<file path="src/rtl/spi_probe_pkg.sv">
package spi_probe_pkg;
  localparam int unsigned DIV_W = 8;
  localparam int unsigned AB_W = 6;
  localparam logic [DIV_W-1:0] DIV_DEFAULT = 8'd133;
  localparam logic [7:0] OP_READ = 8'h03;
  localparam logic [7:0] OP_FAST = 8'h0B;
  localparam logic [7:0] IDLE_LINE = 8'hFF;

  typedef enum logic [1:0] {ST_IDLE, ST_SHIFT} probe_state_t;

  function automatic logic div_legal(input logic [DIV_W-1:0] d);
    case (d)
      8'd2, 8'd4, 8'd8, 8'd16, 8'd32, 8'd64, 8'd133: div_legal = 1'b1;
      default: div_legal = 1'b0;
    endcase
  endfunction
endpackage

</file>
<file path="src/rtl/spi_probe_clkdiv.sv">
module spi_probe_clkdiv
  import spi_probe_pkg::*;
(
  input  logic             clk,
  input  logic             rst_n,
  input  logic             load,
  input  logic [DIV_W-1:0] div_in,
  input  logic             run,
  output logic             tick
);
  logic [DIV_W-1:0] div_q;
  logic [DIV_W-1:0] cnt;

  assign tick = run && (cnt == div_q - 1'b1);

  always_ff @(posedge clk or negedge rst_n) begin
    if (!rst_n) begin
      div_q <= DIV_DEFAULT;
      cnt   <= '0;
    end else begin
      if (load) div_q <= div_legal(div_in) ? div_in : DIV_DEFAULT;
      if (!run || tick) cnt <= '0;
      else              cnt <= cnt + 1'b1;
    end
  end

  assert_div_legal_R8: assert property (@(posedge clk) disable iff (!rst_n)
    run |-> div_legal(div_q));
  assert_tick_spacing_R7: assert property (@(posedge clk) disable iff (!rst_n)
    tick |=> !tick);
endmodule

</file>
<file path="src/rtl/spi_probe_shifter.sv">
module spi_probe_shifter (
  input  logic       clk,
  input  logic       rst_n,
  input  logic       load,
  input  logic [7:0] load_byte,
  input  logic       tick,
  input  logic       miso,
  output logic       sck,
  output logic       mosi,
  output logic       busy,
  output logic       byte_done,
  output logic [7:0] rx_byte
);
  logic [7:0] tx_sr;
  logic [7:0] rx_sr;
  logic [2:0] bitn;

  assign mosi    = tx_sr[7];
  assign rx_byte = rx_sr;

  always_ff @(posedge clk or negedge rst_n) begin
    if (!rst_n) begin
      tx_sr     <= '0;
      rx_sr     <= '0;
      bitn      <= '0;
      sck       <= 1'b0;
      busy      <= 1'b0;
      byte_done <= 1'b0;
    end else begin
      byte_done <= 1'b0;
      if (load) begin
        tx_sr <= load_byte;
        bitn  <= '0;
        busy  <= 1'b1;
        sck   <= 1'b0;
      end else if (busy && tick) begin
        if (!sck) begin
          sck   <= 1'b1;
          rx_sr <= {rx_sr[6:0], miso};
        end else begin
          sck <= 1'b0;
          if (bitn == 3'd7) begin
            busy      <= 1'b0;
            byte_done <= 1'b1;
          end else begin
            bitn  <= bitn + 1'b1;
            tx_sr <= {tx_sr[6:0], 1'b0};
          end
        end
      end
    end
  end

  assert_mosi_stable_R9: assert property (@(posedge clk) disable iff (!rst_n)
    (sck && $past(sck)) |-> $stable(mosi));
  assert_sck_low_idle_R9: assert property (@(posedge clk) disable iff (!rst_n)
    !busy |=> !sck || busy);
endmodule

</file>
<file path="src/rtl/spi_probe_ctrl.sv">
module spi_probe_ctrl
  import spi_probe_pkg::*;
#(
  parameter int unsigned MIN_ZEROS = 2,
  parameter int unsigned MAX_ZEROS = 5
) (
  input  logic            clk,
  input  logic            rst_n,
  input  logic            start,
  input  logic            opcode_fast,
  input  logic            byte_done,
  input  logic [7:0]      rx_byte,
  output logic            accept,
  output logic            load,
  output logic [7:0]      load_byte,
  output logic            cs_n,
  output logic            done,
  output logic            err,
  output logic [AB_W-1:0] addr_bits,
  output logic [7:0]      first_byte
);
  localparam int unsigned CNT_W = $clog2(MAX_ZEROS + 1);

  probe_state_t     state;
  logic [CNT_W-1:0] zeros;
  logic [AB_W-1:0]  width_now;

  assign accept    = start && (state == ST_IDLE);
  assign width_now = AB_W'(zeros - 1'b1) << 3;

  always_ff @(posedge clk or negedge rst_n) begin
    if (!rst_n) begin
      state      <= ST_IDLE;
      zeros      <= '0;
      load       <= 1'b0;
      load_byte  <= '0;
      cs_n       <= 1'b1;
      done       <= 1'b0;
      err        <= 1'b0;
      addr_bits  <= '0;
      first_byte <= '0;
    end else begin
      load <= 1'b0;
      done <= 1'b0;
      case (state)
        ST_IDLE: begin
          if (accept) begin
            state     <= ST_SHIFT;
            cs_n      <= 1'b0;
            load      <= 1'b1;
            load_byte <= opcode_fast ? OP_FAST : OP_READ;
            zeros     <= '0;
            err       <= 1'b0;
            addr_bits <= '0;
          end
        end
        default: begin
          if (byte_done) begin
            if (zeros < CNT_W'(MIN_ZEROS)) begin
              load      <= 1'b1;
              load_byte <= 8'h00;
              zeros     <= zeros + 1'b1;
            end else if (rx_byte != IDLE_LINE) begin
              state      <= ST_IDLE;
              cs_n       <= 1'b1;
              done       <= 1'b1;
              addr_bits  <= width_now;
              first_byte <= rx_byte;
            end else if (zeros == CNT_W'(MAX_ZEROS)) begin
              state      <= ST_IDLE;
              cs_n       <= 1'b1;
              done       <= 1'b1;
              err        <= 1'b1;
              first_byte <= rx_byte;
            end else begin
              load      <= 1'b1;
              load_byte <= 8'h00;
              zeros     <= zeros + 1'b1;
            end
          end
        end
      endcase
    end
  end

  assert_done_pulse_R11: assert property (@(posedge clk) disable iff (!rst_n)
    done |=> !done);
  assert_cs_release_R10: assert property (@(posedge clk) disable iff (!rst_n)
    $rose(cs_n) |-> done);
  assert_width_legal_R4: assert property (@(posedge clk) disable iff (!rst_n)
    (done && !err) |-> (addr_bits == 6'd8 || addr_bits == 6'd16 ||
                        addr_bits == 6'd24 || addr_bits == 6'd32));
  assert_err_width_R5: assert property (@(posedge clk) disable iff (!rst_n)
    (done && err) |-> (addr_bits == '0 && first_byte == IDLE_LINE));
endmodule

</file>
<file path="src/rtl/spi_awidth_probe.sv">
module spi_awidth_probe
  import spi_probe_pkg::*;
#(
  parameter int unsigned MIN_ZEROS = 2,
  parameter int unsigned MAX_ZEROS = 5
) (
  input  logic             clk,
  input  logic             rst_n,
  input  logic             start,
  input  logic             opcode_fast,
  input  logic [DIV_W-1:0] baud_div,
  output logic             spi_sck,
  output logic             spi_mosi,
  input  logic             spi_miso,
  output logic             spi_cs_n,
  output logic             done,
  output logic             err,
  output logic [AB_W-1:0]  addr_bits,
  output logic [7:0]       first_byte
);
  logic       accept;
  logic       load;
  logic [7:0] load_byte;
  logic       tick;
  logic       busy;
  logic       byte_done;
  logic [7:0] rx_byte;

  spi_probe_ctrl #(.MIN_ZEROS(MIN_ZEROS), .MAX_ZEROS(MAX_ZEROS)) u_ctrl (
    .clk(clk), .rst_n(rst_n), .start(start), .opcode_fast(opcode_fast),
    .byte_done(byte_done), .rx_byte(rx_byte), .accept(accept), .load(load),
    .load_byte(load_byte), .cs_n(spi_cs_n), .done(done), .err(err),
    .addr_bits(addr_bits), .first_byte(first_byte)
  );

  spi_probe_clkdiv u_div (
    .clk(clk), .rst_n(rst_n), .load(accept), .div_in(baud_div),
    .run(busy), .tick(tick)
  );

  spi_probe_shifter u_shift (
    .clk(clk), .rst_n(rst_n), .load(load), .load_byte(load_byte),
    .tick(tick), .miso(spi_miso), .sck(spi_sck), .mosi(spi_mosi),
    .busy(busy), .byte_done(byte_done), .rx_byte(rx_byte)
  );

  assert_sck_idle_R9: assert property (@(posedge clk) disable iff (!rst_n)
    spi_cs_n |-> !spi_sck);
  assert_shift_in_cs_R10: assert property (@(posedge clk) disable iff (!rst_n)
    busy |-> !spi_cs_n);
endmodule

</file>
<file path="config.mk">
export PLATFORM = sky130hd
export DESIGN_NAME = spi_awidth_probe
export DESIGN_NICKNAME = d
export VERILOG_FILES = /design/src/rtl/spi_probe_pkg.sv /design/src/rtl/spi_probe_clkdiv.sv /design/src/rtl/spi_probe_shifter.sv /design/src/rtl/spi_probe_ctrl.sv /design/src/rtl/spi_awidth_probe.sv
export SDC_FILE = /design/constraint.sdc
export NUM_CORES = 1
export LEC_CHECK = 0
export BUFFER_PORTS_ARGS = -buffer_cell sky130_fd_sc_hd__clkbuf_2
export CAP_MARGIN = 10
export CORE_ASPECT_RATIO = 1.1
export CORE_MARGIN = 2
export CORE_UTILIZATION = 49
export DETAILED_ROUTE_END_ITERATION = 16
export GPL_TIMING_DRIVEN = 0
export PLACE_DENSITY = 0.79
export REMOVE_ABC_BUFFERS = 1
export SETUP_SLACK_MARGIN = 0.05
export SLEW_MARGIN = 20
export SYNTH_ARGS = -nofsm -noshare
export SYNTH_HDL_FRONTEND = slang
export SYNTH_SLANG_ARGS = --single-unit
</file>
<file path="constraint.sdc">
create_clock -name clk -period 2.8 [get_ports clk]
set_input_delay 0.56 -clock clk [delete_from_list [all_inputs] [get_ports clk]]
set_output_delay 0.56 -clock clk [all_outputs]
set_load 0.005 [all_outputs]
</file>
After elaboration in Yosys (flattened, before gate mapping)
Index checks and enable logic that the tools add are counted.
W data, S select, Z words.
{"block": "totals", "regBits": 69, "in_bits": 13, "out_inout_bits": 19, "elab_cells": 137}
{"block": "op_classes", "addsub": 5, "order_cmp": 1, "eq_ne": 17, "muxes": 70, "n_bitwise": 4, "n_reduce_logical": 23}
{"op": "$mux W8", "count": 14}
{"op": "$mux W1", "count": 34}
{"op": "$mux W3", "count": 10}
{"op": "$mux W6", "count": 5}
{"op": "$reduce_and A4 Y1", "count": 4}
{"op": "$reduce_bool A2 Y1", "count": 7}
{"op": "$mux W2", "count": 6}
{"op": "$reduce_and A3 Y1", "count": 3}
{"op": "$add A8 B1 Y8 const B", "count": 1}
{"op": "$eq A8 B2 Y1 const B", "count": 1}
{"op": "$eq A8 B3 Y1 const B", "count": 1}
{"op": "$eq A8 B4 Y1 const B", "count": 1}
{"op": "$eq A8 B5 Y1 const B", "count": 1}
{"op": "$eq A8 B6 Y1 const B", "count": 1}
{"op": "$eq A8 B7 Y1 const B", "count": 1}
{"op": "$eq A8 B8 Y1", "count": 1}
{"op": "$eq A8 B8 Y1 const B", "count": 1}
{"op": "$ne A8 B8 Y1 const B", "count": 1}
{"op": "$sub A8 B1 Y8 const B", "count": 1}
{"op": "$reduce_or A7 Y1", "count": 1}
{"op": "$add A3 B1 Y3 const B", "count": 2}
{"op": "$eq A3 B3 Y1 const B", "count": 2}
{"op": "$ne A3 B1 Y1 const B", "count": 2}
{"op": "$reduce_and A5 Y1", "count": 1}
{"op": "11 further kinds", "count": 18}

Longest topological paths before layout
{"block": "logic_depth", "word_depth": 6, "ltp_mapped": 9, "mapped_depth_nobuf": 8}

By module
From an unflattened synthesis, not the netlist that was laid out.
{"block": "unflattened", "hier_cells": 269, "area_unflattened_um2": 3135.5}
{"mod": "spi_probe_clkdiv", "n_inst": 1, "cells_each": 119, "area_each_um2": 1063.5}
{"mod": "spi_probe_ctrl", "n_inst": 1, "cells_each": 84, "area_each_um2": 1039.7}
{"mod": "spi_probe_shifter", "n_inst": 1, "cells_each": 66, "area_each_um2": 1032.2}

Worst setup path after synthesis
Ideal clock, no wire load.
{"block": "synth_timing", "kind": "register to register", "from": "reg u_div.div_q[0]", "to": "reg u_shift.tx_sr[3]", "t_arrival_ps": 2605, "slack_ps": 70, "path_stages_with_launch": 10, "n_path_buf": 1, "period_less_slack_ps": 2730, "cell_sequence": "dfstp_2 > inv_1 > ha_1 > or3b_1 > or4_1 > a22oi_4 > o2111ai_2 > buf_6 > mux2_4 > mux2_2"}
{"block": "synth_via", "elab_chain_cells": 6}
{"element": "start: declaration", "line": "spi_probe_clkdiv.sv:11", "text": "logic [DIV_W-1:0] div_q;"}
{"element": "start signal: assignment", "line": "spi_probe_clkdiv.sv:21", "text": "if (load) div_q <= div_legal(div_in) ? div_in : DIV_DEFAULT;"}
{"element": "$sub A8 B1 Y8", "line": "spi_probe_clkdiv.sv:14", "text": "assign tick = run && (cnt == div_q - 1'b1);"}
{"element": "$eq A8 B8 Y1", "line": "spi_probe_clkdiv.sv:14"}
{"element": "$logic_and A1 B1 Y1", "line": "spi_probe_clkdiv.sv:14"}
{"element": "$logic_and A1 B1 Y1", "line": "spi_probe_shifter.sv:36", "text": "end else if (busy && tick) begin"}
{"element": "$reduce_bool A2 Y1 (no line)"}
{"element": "$reduce_and A3 Y1 (no line)"}
{"element": "end signal: assignment", "line": "spi_probe_shifter.sv:32", "text": "tx_sr <= load_byte;"}
{"element": "end signal: assignment", "line": "spi_probe_shifter.sv:47", "text": "tx_sr <= {tx_sr[6:0], 1'b0};"}
{"element": "end: declaration", "line": "spi_probe_shifter.sv:14", "text": "logic [7:0] tx_sr;"}
No other way between the ends.
A chain may end at the register's enable or synchronous reset.

Worst setup path in the final report
{"block": "layout_timing", "from": "reg u_div.div_q[1]", "to": "reg u_shift.tx_sr[3]"}
Same word-level chain as after synthesis.

==> out/results.ini <==
[setup_path]
timing.rr.end=u_shift.tx_sr[3]
r2r_slack_ns=0.13
cpLargestDelayFamily=simple AND/OR/NAND/NOR gates
crit_type=flip-flop to flip-flop
critPathArrivalTime_ns=2.88
path_cells=inv_2 > ha_4 > or3b_4 > or4_4 > a22oi_4 > o2111ai_4 > mux2_4 > mux2_2
crit_required_ns=3.01
timing.critical_path.buf_inv=1
start_kind=flip-flop
reg2reg_from=u_div.div_q[1]
max_stage_delay_ns=0.49
endpoint_kind=flip-flop
cp_max_fo=4
rr_worst_depth=8
cp_slowest_cell=or4_4

[placed_design]
dp.cells=352
gp_congestion=0.794
place_hpwl_mm=3.64
dpl-instance-area_sq_um=3070
io_buffers=28

[global_route]
grt_overflow_total=0
gr-usage-all-layers_pct=17.6
grt_pass1_vias=1941
grt_max_degree=39
grt_pass1_wl_mm=8.99
antenna_found_initial=0

[logic_synthesis]
synth_area_leaders=dfrtp_1 (48%), mux2_2 (7.4%), nor2_1 (3.9%)
ys.warnings.count=0
netlist_instances=255
synth-edff-count=0
ys_ff_latch=59
ys_seq_area_share_pct=51.6
synth_area_sq_um=2870
synth_cell_types=50
async_flop_share_pct=100
synth.avg_cell_area_sq_um=11.3
synthFlopType=dfrtp_1
yosys.area.top_type=dfrtp_1
synth_top_area_share_pct=47.9

[clock_tree]
cts-hold-fix-buffers=0
cts-root-buf=clkbuf_8
numCtsBuffers=9
h-tree-depth=3
cts_tree=yes
cts.path.max_buffers=2
cts.clk_slew.worst_paths_ns=0.07
clock_latency_ns=0.33
cts.sinks=59

[layout]
num_antenna_cells=0
final_common_cell=dfrtp_1
nFillCells=492
regArea_sq_um=1480
layout-drive-gt1-share_pct=31.3
final_cell_mix=dfrtp_1 (55), nor2_1 (30), clkbuf_2 (27), nand2_1 (19), mux2_2 (19)
nNetsFinal=312
instances_no_fill=374
multi_input_area_sq_um=1340
syn_to_final_growth_pct=18.1
fin_area_sq_um=3390

[drt]
drtIter0Drc=97
drtPass1Iterations=4
drt-total-wl_mm=5.28
drcViolationCount=0
vias_per_cell=5.26
wire_per_inst_microns=14.1
detail-route-antenna-nets=0
dr_total_vias=1968

[run]
max_cap_viol_count=0

[sta]
hold_viol=0
max_freq_ghz=0.375
rsz0062_at_grt=false
fin_crit_sh_pct=95.3
tightest_slew_ns=0.837
max_slew_margin_pct=44.0
finalSetupViolCount=0
post-route-min-period_ns=2.67
drv_slew=0
fin_skew_ns=0.00709

[status]
status=complete, no violations

[die]
start_util_pct=50.1
die_h_microns=84.3
rows=29
dieArea_sq_um=6490
coreArea_sq_um=5730
die_x_microns=77.0
ios=32

[hold_path]
min_path_type=primary input to async pin

[power_and_ir_drop]
power_density_nw_per_um2=765
power_leakage_nw=1.66
peakVddDrop_v=0.000509

## worst register-to-register path: stages, from the launching register on
cell,delay [ns]
dfrtp_1,0.41
inv_2,0.09
ha_4,0.14
or3b_4,0.37
or4_4,0.49
a22oi_4,0.25
o2111ai_4,0.20
mux2_4,0.33
mux2_2,0.26
## timing repair
item | 4_1_cts | 5_1_grt
resized for setup | 3 | 4
buffers inserted | 5 | 1
hold endpoints to repair | 0 | 0
pin swaps | 2 | 3
endpoints found under the setup margin | 12 | 17
## power breakdown
group / switching [mW] / internal (mW) / total (mW)
clock: 0.345 / 0.617 / 0.962
combinational: 0.234 / 0.257 / 0.491
sequential: 0.150 / 0.993 / 1.14
## state kept, by name (all words and copies together) (netlist names)
signal and flops:
u_ctrl.addr_bits 3, u_ctrl.cs_n 1, u_ctrl.done 1, u_ctrl.err 1, u_ctrl.first_byte 8, u_ctrl.load 1
u_ctrl.load_byte 2, u_ctrl.state 1, u_ctrl.zeros 3, u_div.cnt 8, u_div.div_q 8, u_shift.bitn 3
u_shift.busy 1, u_shift.byte_done 1, u_shift.rx_byte 8, u_shift.sck 1, u_shift.tx_sr 8
## per-stage QoR
| stage | setup WS [ns] | hold slack [ns] | total power [mW] | utilization [%] | TNS, ns |
|---|---|---|---|---|---|
| floorplan | -0.0804 | 0.264 | 1.48 | - | -0.142 |
| CTS | 0.0708 | 0.140 | 2.62 | 58.8 | 0 |
| global route | 0.0409 | 0.155 | 2.74 | 59.2 | 0 |
| detailed placement | -0.339 | 0.491 | 1.62 | 53.5 | -0.653 |
| global placement | -0.257 | 0.483 | 1.59 | 53.1 | -0.490 |
| finish | 0.131 | 0.145 | 2.60 | 59.2 | 0 |
## cells by family after synthesis
logic type / count (synthesis) / share of synthesized area, %
other: 1 / 0.131
adder cells (fa/ha/maj): 7 / 3.05
XOR/XNOR: 20 / 6.10
AND/OR/NAND/NOR: 92 / 15.9
AO/OA/AOI/OAI: 32 / 9.54
multiplexers: 27 / 10.4
flip-flops: 59 / 51.6
buffers and inverters: 17 / 3.27
## synthesized netlist by cell type, drive strengths merged (3+ instances only)
library cell  number
nand4              5
nand2             19
buf                5
nand2b             3
nor2              30
o21ai             11
ha                 7
inv                6
mux2              20
clkbuf             6
nor4               3
or3b               3
dfstp              4
mux2i              7
dfrtp             55
or4                3
xnor2              9
nand3             14
and3               3
xor2              11
## how the worst max path moves through the flow
stage	start	endpoint	slack, ns	cells after the start
6_report	u_div.div_q[1]	u_shift.tx_sr[3]	0.13	8
2_1_floorplan	u_div.div_q[0]	u_shift.tx_sr[3]	-0.08	8
5_1_grt	u_div.div_q[1]	u_shift.tx_sr[3]	0.04	8
4_1_cts	u_div.div_q[1]	u_shift.tx_sr[3]	0.07	8
3_5_place_dp	u_div.div_q[1]	u_shift.tx_sr[3]	-0.34	8
3_3_place_gp	u_div.div_q[1]	u_shift.tx_sr[3]	-0.26	8
## cell type report
class | count | area share, %
flip-flops and latches | 59 | 43.7
well taps | 77 | 2.84
multi-input cells | 181 | 39.3
clock inverters | 6 | 3.32
inverters | 6 | 0.664
repair buffers | 35 | 6.12
clock buffers | 10 | 4.06
## metal layers
layer / vias up / share of wire [%] / track usage [%]
met4: 0 / 2.0 / 10.4
met1: 961 / 44 / 22.4
met2: 33 / 51 / 28.1
met5: - / 0 / 0
met3: 9 / 3.6 / 3.55
li1: 965 / - / -
Note: power is estimated with default switching activity, not from simulation.
